### src/rtl/pxrow_pkg.sv
package pxrow_pkg;
    typedef enum logic [2:0] {
        ST_IDLE,
        ST_SETTLE,
        ST_SAMP1,
        ST_CLEAR,
        ST_SAMP2,
        ST_RELEASE,
        ST_DONE
    } seq_state_t;
endpackage

### src/rtl/pxrow_phase_timer.sv
module pxrow_phase_timer #(
    parameter int DUR_W = 8
) (
    input  logic             clk,
    input  logic             rst_n,
    input  logic             restart,
    input  logic [DUR_W-1:0] limit,
    output logic             expired
);
    localparam logic [DUR_W-1:0] ONE  = DUR_W'(1);
    localparam logic [DUR_W-1:0] FULL = '1;

    logic [DUR_W-1:0] cnt_q;
    logic [DUR_W-1:0] eff_limit;

    // a programmed zero still yields one cycle
    assign eff_limit = (limit == '0) ? ONE : limit;
    assign expired   = (cnt_q >= eff_limit);

    always_ff @(posedge clk or negedge rst_n) begin
        if (!rst_n) begin
            cnt_q <= ONE;
        end else if (restart) begin
            cnt_q <= ONE;
        end else if (cnt_q != FULL) begin
            cnt_q <= cnt_q + ONE;
        end
    end

    AST_TIMER_NONZERO: assert property (@(posedge clk) disable iff (!rst_n)
        cnt_q != '0);
    AST_TIMER_RESTART: assert property (@(posedge clk) disable iff (!rst_n)
        restart |=> (cnt_q == ONE));
endmodule

### src/rtl/pxrow_line_driver.sv
module pxrow_line_driver #(
    parameter int N_ROWS = 64,
    parameter int ROW_W  = 6
) (
    input  logic [ROW_W-1:0]  row,
    input  logic              pair,
    input  logic              gate_on,
    input  logic              clear_on,
    output logic [N_ROWS-1:0] gate_en,
    output logic [N_ROWS-1:0] clear_en
);
    logic [ROW_W:0] row_ext;
    logic [ROW_W:0] row_hi;

    assign row_ext = {1'b0, row};
    assign row_hi  = row_ext + (ROW_W+1)'(1);

    for (genvar r = 0; r < N_ROWS; r++) begin : g_line
        localparam logic [ROW_W:0] IDX = (ROW_W+1)'(r);
        logic hit;
        assign hit         = (row_ext == IDX) || (pair && (row_hi == IDX));
        assign gate_en[r]  = gate_on && hit;
        assign clear_en[r] = clear_on && hit;
    end
endmodule

### src/rtl/pxrow_sequencer.sv
module pxrow_sequencer
    import pxrow_pkg::*;
#(
    parameter int N_ROWS = 64,
    parameter int DUR_W  = 8,
    localparam int ROW_W = (N_ROWS > 1) ? $clog2(N_ROWS) : 1
) (
    input  logic              clk,
    input  logic              rst_n,
    input  logic              frame_start,
    input  logic              pair_mode,
    input  logic              continuous,
    input  logic [DUR_W-1:0]  dur_settle,
    input  logic [DUR_W-1:0]  dur_samp1,
    input  logic [DUR_W-1:0]  dur_clear,
    input  logic [DUR_W-1:0]  dur_samp2,
    output logic [N_ROWS-1:0] gate_en,
    output logic [N_ROWS-1:0] clear_en,
    output logic              sample1,
    output logic              sample2,
    output logic [ROW_W-1:0]  row_idx,
    output logic              frame_done
);
    localparam logic [ROW_W:0] ROW_LIMIT = (ROW_W+1)'(N_ROWS);

    seq_state_t       state_q, state_n;
    logic [ROW_W-1:0] row_q;
    logic             pair_q;
    logic [DUR_W-1:0] tmr_limit;
    logic             tmr_expired;
    logic             tmr_restart;
    logic [ROW_W:0]   row_step;
    logic [ROW_W:0]   row_next_ext;
    logic             last_row;
    logic             gate_on;
    logic             clear_on;

    assign row_step     = pair_q ? (ROW_W+1)'(2) : (ROW_W+1)'(1);
    assign row_next_ext = {1'b0, row_q} + row_step;
    assign last_row     = (row_next_ext >= ROW_LIMIT);

    // duration for the phase currently running
    always_comb begin
        unique case (state_q)
            ST_SETTLE: tmr_limit = dur_settle;
            ST_SAMP1:  tmr_limit = dur_samp1;
            ST_CLEAR:  tmr_limit = dur_clear;
            ST_SAMP2:  tmr_limit = dur_samp2;
            default:   tmr_limit = '0;
        endcase
    end

    // next state
    always_comb begin
        state_n = state_q;
        unique case (state_q)
            ST_IDLE:    if (frame_start) state_n = ST_SETTLE;
            ST_SETTLE:  if (tmr_expired) state_n = ST_SAMP1;
            ST_SAMP1:   if (tmr_expired) state_n = ST_CLEAR;
            ST_CLEAR:   if (tmr_expired) state_n = ST_SAMP2;
            ST_SAMP2:   if (tmr_expired) state_n = ST_RELEASE;
            ST_RELEASE: state_n = last_row ? ST_DONE : ST_SETTLE;
            ST_DONE:    state_n = continuous ? ST_SETTLE : ST_IDLE;
            default:    state_n = ST_IDLE;
        endcase
    end

    assign tmr_restart = (state_n != state_q);

    pxrow_phase_timer #(.DUR_W(DUR_W)) u_timer (
        .clk     (clk),
        .rst_n   (rst_n),
        .restart (tmr_restart),
        .limit   (tmr_limit),
        .expired (tmr_expired)
    );

    // state register together with the row position and captured mode
    always_ff @(posedge clk or negedge rst_n) begin
        if (!rst_n) begin
            state_q <= ST_IDLE;
            row_q   <= '0;
            pair_q  <= 1'b0;
        end else begin
            state_q <= state_n;
            unique case (state_q)
                ST_IDLE: if (frame_start) begin
                    row_q  <= '0;
                    pair_q <= pair_mode;
                end
                ST_RELEASE: if (!last_row) row_q <= row_next_ext[ROW_W-1:0];
                ST_DONE: begin
                    row_q <= '0;
                    if (continuous) pair_q <= pair_mode;
                end
                default: ;
            endcase
        end
    end

    // outputs decoded from state
    always_comb begin
        gate_on    = 1'b0;
        clear_on   = 1'b0;
        sample1    = 1'b0;
        sample2    = 1'b0;
        frame_done = 1'b0;
        unique case (state_q)
            ST_SETTLE: gate_on = 1'b1;
            ST_SAMP1:  begin gate_on = 1'b1; sample1 = 1'b1; end
            ST_CLEAR:  begin gate_on = 1'b1; clear_on = 1'b1; end
            ST_SAMP2:  begin gate_on = 1'b1; sample2 = 1'b1; end
            ST_DONE:   frame_done = 1'b1;
            default: ;
        endcase
    end

    assign row_idx = row_q;

    pxrow_line_driver #(.N_ROWS(N_ROWS), .ROW_W(ROW_W)) u_lines (
        .row      (row_q),
        .pair     (pair_q),
        .gate_on  (gate_on),
        .clear_on (clear_on),
        .gate_en  (gate_en),
        .clear_en (clear_en)
    );

    AST_GATE_SINGLE: assert property (@(posedge clk) disable iff (!rst_n)
        !pair_q |-> $onehot0(gate_en));
    AST_GATE_PAIR: assert property (@(posedge clk) disable iff (!rst_n)
        $countones(gate_en) <= 2);
    AST_CLEAR_GATED: assert property (@(posedge clk) disable iff (!rst_n)
        (clear_en & ~gate_en) == '0);
    AST_STROBE_EXCL: assert property (@(posedge clk) disable iff (!rst_n)
        !(sample1 && sample2));
    AST_STROBE_GATED: assert property (@(posedge clk) disable iff (!rst_n)
        (sample1 || sample2) |-> (gate_en != '0));
    AST_CLEAR_AFTER_S1: assert property (@(posedge clk) disable iff (!rst_n)
        $rose(clear_en != '0) |-> $past(sample1));
    AST_DONE_PULSE: assert property (@(posedge clk) disable iff (!rst_n)
        frame_done |=> !frame_done);
    AST_DONE_AFTER_OFF: assert property (@(posedge clk) disable iff (!rst_n)
        $rose(frame_done) |-> $past(gate_en == '0));
    AST_ROW_STEP: assert property (@(posedge clk) disable iff (!rst_n)
        (state_q == ST_RELEASE && !last_row) |=>
            ({1'b0, row_idx} == $past(row_next_ext)));
    AST_ACTIVE_IGNORES_START: assert property (@(posedge clk) disable iff (!rst_n)
        (state_q == ST_SAMP1 && !tmr_expired) |=> (state_q == ST_SAMP1));
endmodule

### config.mk
export PLATFORM = sky130hd
export DESIGN_NAME = pxrow_sequencer
export DESIGN_NICKNAME = d
export VERILOG_FILES = /design/src/rtl/pxrow_pkg.sv /design/src/rtl/pxrow_phase_timer.sv /design/src/rtl/pxrow_line_driver.sv /design/src/rtl/pxrow_sequencer.sv
export SDC_FILE = /design/constraint.sdc
export NUM_CORES = 1
export LEC_CHECK = 0
export ABC_CLOCK_PERIOD_IN_PS = 3900
export BUFFER_PORTS_ARGS = -buffer_cell sky130_fd_sc_hd__buf_2
export CORE_MARGIN = 2
export CORE_UTILIZATION = 45
export CTS_CLUSTER_SIZE = 30
export DETAILED_ROUTE_END_ITERATION = 7
export MAX_ROUTING_LAYER = met4
export PLACE_DENSITY_LB_ADDON = 0.1
export SYNTH_ARGS = -nofsm -noshare
export SYNTH_HDL_FRONTEND = slang
export SYNTH_SLANG_ARGS = --single-unit
### constraint.sdc
create_clock -name clk -period 3.9 [get_ports clk]
set_clock_uncertainty 0.2 [all_clocks]
set_input_delay 0 -clock clk [delete_from_list [all_inputs] [get_ports clk]]
set_output_delay 0 -clock clk [all_outputs]
set_load 0.01 [all_outputs]
* After elaboration in Yosys (flattened, before gate mapping)
Index checks and enable logic that the tools add are counted.
** Storage, ports and cells
- Output and inout bits :: 137
- Logic and storage cells :: 436
- Register bits after elaboration :: 18
- Input port bits :: 37
** Cells by class
- Mux-type cells :: 24
- Equal/unequal tests :: 137
- Add/subtract/negate cells :: 3
- Reductions and logical operators :: 266
- $lt $le $gt $ge :: 2
** Operators by type and width (count)
- $eq 7x6->1 const B :: 32
- $eq 6x6->1 const B :: 32
- $logic_and 1x1->1 :: 192
- $eq 7x5->1 const B :: 16
- $eq 6x5->1 const B :: 16
- $logic_or 1x1->1 :: 64
- $eq 7x4->1 const B :: 8
- $eq 6x4->1 const B :: 8
- $pmux 8 s4 :: 1
- $eq 7x3->1 const B :: 4
- $eq 6x3->1 const B :: 4
- $mux 8 :: 3
- $pmux 3 s7 :: 1
- $mux 3 :: 6
- $pmux 6 s3 :: 1
- $eq 7x2->1 const B :: 2
- $logic_not 7->1 :: 2
- $eq 6x2->1 const B :: 2
- $mux 6 :: 2
- $eq 3x3->1 const B :: 3
- $add 8x1->8 const B :: 1
- $ge 8x8->1 :: 1
- $logic_not 8->1 :: 1
- $mux 1 :: 8
- other kinds (17) :: 22

* Logic depth before layout (Yosys ltp)
- Depth in word-level cells :: 9
- Gate-level depth with buffers :: 13
- Mapped depth without buffers :: 11

* Cells and area by module
A second synthesis with hierarchy kept.
** Unflattened totals
- Cells, all modules :: 390
- Area total of the unflattened synthesis :: 2506.2 sq um
** By module, submodules not included
- pxrow_line_driver :: seq. area each 0.0 sq um, cells an instance 211, times used 1, area an instance 1004.7 sq um
- pxrow_sequencer :: seq. area each 250.2 sq um, cells an instance 108, times used 1, area an instance 877.1 sq um
- pxrow_phase_timer :: seq. area each 201.4 sq um, cells an instance 71, times used 1, area an instance 624.3 sq um

* Worst setup path after synthesis
No wires, ideal clock.
- Kind :: reg-to-reg
- From :: register state_q[1]
- To :: register state_q[1]
- Arrival :: 3033 ps
- Library setup time :: 120 ps
- Clock period less this slack :: 3353 ps
- Slack :: 547 ps
- Buffers on the path :: 2
- Stages on the path, launching flop included :: 13
- Data required time :: 3580 ps
- Cells stage by stage :: dfrtp_1 buf_2 buf_1 mux2i_1 o22a_1 nand4_1 o31ai_1 ha_1 nand2b_1 a2111oi_0 o31ai_1 mux2_2 a31o_2
** On the way
- Longest elaborated chain between the ends :: 7
- Elaborated cells between the ends (all ways) :: 17
- Classes of those cells :: order compare: 1; eq/ne: 6; mux: 8; reduce/logical: 2
** Ends and longest elaborated chain
- start: declaration :: line pxrow_sequencer.sv:26 : seq_state_t state_q, state_n;
- start signal: assignment :: line pxrow_sequencer.sv:85 : state_q <= state_n;
- $eq 3x3->1 (tied with other cells) :: line pxrow_sequencer.sv:44, pxrow_sequencer.sv:56
- $pmux 8 s4 :: line pxrow_sequencer.sv:44 : unique case (state_q)
- $logic_not 8->1 :: line pxrow_phase_timer.sv:17 : assign eff_limit = (limit == '0) ? ONE : limit;
- $mux 8 :: line pxrow_phase_timer.sv:17
- $ge 8x8->1 :: line pxrow_phase_timer.sv:18 : assign expired = (cnt_q >= eff_limit);
- $mux 3, on equally long branches
- $pmux 3 s7 * :: line pxrow_sequencer.sv:56 : unique case (state_q)
- via state_n[1] :: line pxrow_sequencer.sv:26
The timed path passes the listed nets; every way through them passes the cells marked *.
A chain may end at the register's enable or synchronous reset.

* Worst setup path after layout
- From :: register state_q[2]
- To :: register state_q[1]
Same word-level chain as after synthesis.

==> results.sh <==
export IMPL_status="complete, no violations"
export IMPL_htree_num_levels=1
export IMPL_critPathArrivalTime_ns=3.42
export IMPL_leakage_nw=2.08
export IMPL_avgSynthCellArea_um2=6.49
export IMPL_nNetsFinal=648
export IMPL_slew_viol_final=0
export IMPL_synth_distinct_cells=50
export IMPL_reg2regPathDepth=12
export IMPL_hold_viol_final=0
export IMPL_ir_drop_mv=0.341
export IMPL_drt_pass1_iterations=5
export IMPL_power_density_nw_per_um2=386
export IMPL_syn_inst=442
export IMPL_dieArea_um2=7030
export IMPL_chipWidth_um=83.8
export IMPL_fmax_mhz=288
export IMPL_ys_warn_count=0
export IMPL_root_buffer="clkbuf_8"
export IMPL_antenna_found_initial=0
export IMPL_crit_chain="buf_4, nor2b_2, a22oi_1, o22a_1, nand4_1, o31ai_1, ha_1, nand2b_1, a2111oi_0, o31ai_1, mux2_2, a31o_2"
export IMPL_worst_pin_slew_ns=0.897
export IMPL_num_vias=3869
export IMPL_fillers=620
export IMPL_insertion_delay_ns=0.26
export IMPL_place_inst=667
export IMPL_r2r_slack_ns=0.43
export IMPL_cts_made_buffers=3
export IMPL_slew_limit_headroom_pct=40.0
export IMPL_post_cts_buffers=0
export IMPL_overflow=0
export IMPL_synth_edf_count=0
export IMPL_worst_path_max_delay_cell="a2111oi_0"
export IMPL_path_clk_slew_ns=0.07
export IMPL_cts_buffer_depth=2
export IMPL_instances_no_fill=675
export IMPL_cp_data_required_time_ns=3.85
export IMPL_crit_path_end_kind="register"
export IMPL_max_stage_delay_ns=0.48
export IMPL_tritoncts="done"
export IMPL_port_buffers=173
export IMPL_ys_async_sr_fraction_pct=100
export IMPL_final_layout_size_suffix_gt1_share_pct=34.1
export IMPL_n_antenna_cell=0
export IMPL_switchingPower_mw=0.790
export IMPL_setup_violations=0
export IMPL_pin_count=174
export IMPL_antenna_violating_nets_post_route=0
export IMPL_path_common_cell="o31ai_1"
export IMPL_dieHeight_um=83.8
export IMPL_grt_pass1_vias=3473
export IMPL_maxCapViolCount=0
export IMPL_synth_seq_cells=18
export IMPL_area_growth_synth_to_final_pct=34.2
export IMPL_routedWlPerCell_um=16.0
export IMPL_min_period_ns=3.47
export IMPL_initial_utilization_pct=46.0
export IMPL_synth_top_flop_cell="dfrtp_1"
export IMPL_timing_rr_end="state_q[1]$_DFF_PN0_"
export IMPL_dp_hpwl_um=8420
export IMPL_tns_ns=0
export IMPL_ys_seq_area_share_pct=15.8
export IMPL_power_frac_seq_pct=21.5
export IMPL_hp_class="input pin to async pin"
export IMPL_syn_nets=491
export IMPL_clock_sinks=18
export IMPL_postRouteWirelength_um=10800
export IMPL_grt_use_total_pct=30.8
export IMPL_row_count=29
export IMPL_post_route_period_util_pct=88.9
export IMPL_core_area_um2=6240
export IMPL_gp_congestion=0.953
export IMPL_rsz0062_at_grt="false"
export IMPL_crit_path_start_kind="register"
export IMPL_r2r_start="state_q[2]$_DFF_PN0_"
export IMPL_drc=0
export IMPL_power_share_switching_pct=53.2
export IMPL_pwr_share_clk_pct=10.5
export IMPL_p_int_mw=0.696
export IMPL_grt_pass1_wl_um=17400
export IMPL_netlist_area_um2=2870
export IMPL_path_max_fanout=13
export IMPL_grt_max_degree=49
export IMPL_initialDrtViolationCount=291
export IMPL_comb_power_share_pct=68.0
export IMPL_path_class="register to register"
export IMPL_viasPerCell=5.73
worst max path at each step:
| stage | startpoint | endpoint | slack, ns | depth (start not counted) |
|---|---|---|---|---|
| finish | state_q[2]$_DFF_PN0_ | state_q[1]$_DFF_PN0_ | 0.43 | 12 |
| floorplan | state_q[1]$_DFF_PN0_ | state_q[1]$_DFF_PN0_ | 0.55 | 12 |
| global placement | state_q[2]$_DFF_PN0_ | state_q[1]$_DFF_PN0_ | 0.41 | 12 |
| detailed placement | state_q[2]$_DFF_PN0_ | state_q[1]$_DFF_PN0_ | 0.33 | 12 |
| CTS | state_q[2]$_DFF_PN0_ | state_q[1]$_DFF_PN0_ | 0.30 | 12 |
| global route | state_q[2]$_DFF_PN0_ | state_q[1]$_DFF_PN0_ | 0.05 | 12 |
state kept, by name (all words and copies together) (netlist names):
| name | cells |
|---|---|
| u_timer.cnt_q | 8 |
| row_idx | 6 |
| state_q | 3 |
| pair_q | 1 |
final cells by class:
cell class	instances	area, um^2	area share, %
Multi-Input combinational cell	379	2220	57.8
Sequential cell	18	452	11.7
Tap cell	77	96.3	2.50
Inverter	9	33.8	0.878
Clock buffer	4	55.1	1.43
Timing Repair Buffer	188	988	25.7
layer usage:
metal	routed length, um	up-vias	share of wire (%)	global-route usage [%]
li1	-	1875	-	-
met1	4950	1761	46	44.8
met2	4640	221	43	45.8
met3	1090	12	10	5.44
met4	95	0	0.88	4.40
met5	0	-	0	-
worst max-delay path: cells and delay by family, from the launching register on:
family | cells | cell delay, ns
AOI/OAI and AO/OA | 6 | 1.41
adders and majority gates | 1 | 0.28
DFF | 1 | 0.39
muxes | 1 | 0.31
buffers and inverters | 1 | 0.18
and+or+nand+nor | 3 | 0.57
synth_stat cells (all sizes together), types with 7 or more instances:
library cell / n / area (um^2)
a21oi: 18 / 90.1
ha: 11 / 138
a32oi: 10 / 87.6
or2: 7 / 43.8
nor3: 25 / 125
nand2b: 9 / 63.8
a22o: 7 / 61.3
dfrtp: 17 / 425
and3: 7 / 43.8
nand2: 21 / 78.8
clkbuf: 24 / 90.1
inv: 8 / 30.0
buf: 12 / 90.1
mux2i: 10 / 100
o21ai: 14 / 70.1
nor2: 131 / 494
and2: 13 / 81.3
a22oi: 23 / 173
nor2b: 15 / 93.8
power groups by stage:
stage,registers (mW),clock network [mW],logic (mW)
floorplan,0.287,0,0.784
global placement,0.318,0,0.970
detailed placement,0.322,0,0.990
CTS,0.319,0.158,1.00
global route,0.331,0.165,1.14
finish,0.319,0.156,1.01
cell families (layout without fill, tap and decap cells):
kind of cell | Yosys count | count (layout) | share of synthesized area (%)
compound gates | 98 | 98 | 24.1
buf+inv | 45 | 201 | 7.46
xor+xnor | 6 | 6 | 1.83
mux | 13 | 13 | 4.67
simple gates | 250 | 250 | 40.7
flops | 18 | 18 | 15.8
fa+ha+maj | 12 | 12 | 5.50
stage by stage:
stage | setup slack [ns] | util (%) | cell area [um^2] | hold WS [ns] | total power [mW]
after global placement | 0.415 | 60.1 | 3750 | -0.250 | 1.29
after global routing | 0.0505 | 61.7 | 3850 | 0.0623 | 1.64
after CTS | 0.303 | 61.6 | 3850 | 0.0126 | 1.48
after detailed placement | 0.332 | 60.1 | 3750 | -0.242 | 1.31
final | 0.434 | 61.7 | 3850 | 0.0258 | 1.49
after floorplan | 0.547 | - | 2870 | -0.496 | 1.07
what timing repair did:
item / in CTS / in global routing
resized for setup: 0 / 1
hold buffers: 4 / 0
setup endpoints to repair: 0 / 5
endpoints found under the hold margin: 20 / 0
cells in the final DEF, fill, tap and decap left out, drive strengths merged, types with 11 or more instances in the layout:
cell type	count
o21ai	14
a22oi	23
nor2	131
dfrtp	17
nand2	21
and2	13
a21oi	18
nor2b	15
nor3	25
ha	11
buf	184
Note: power is estimated with default switching activity, not from simulation.
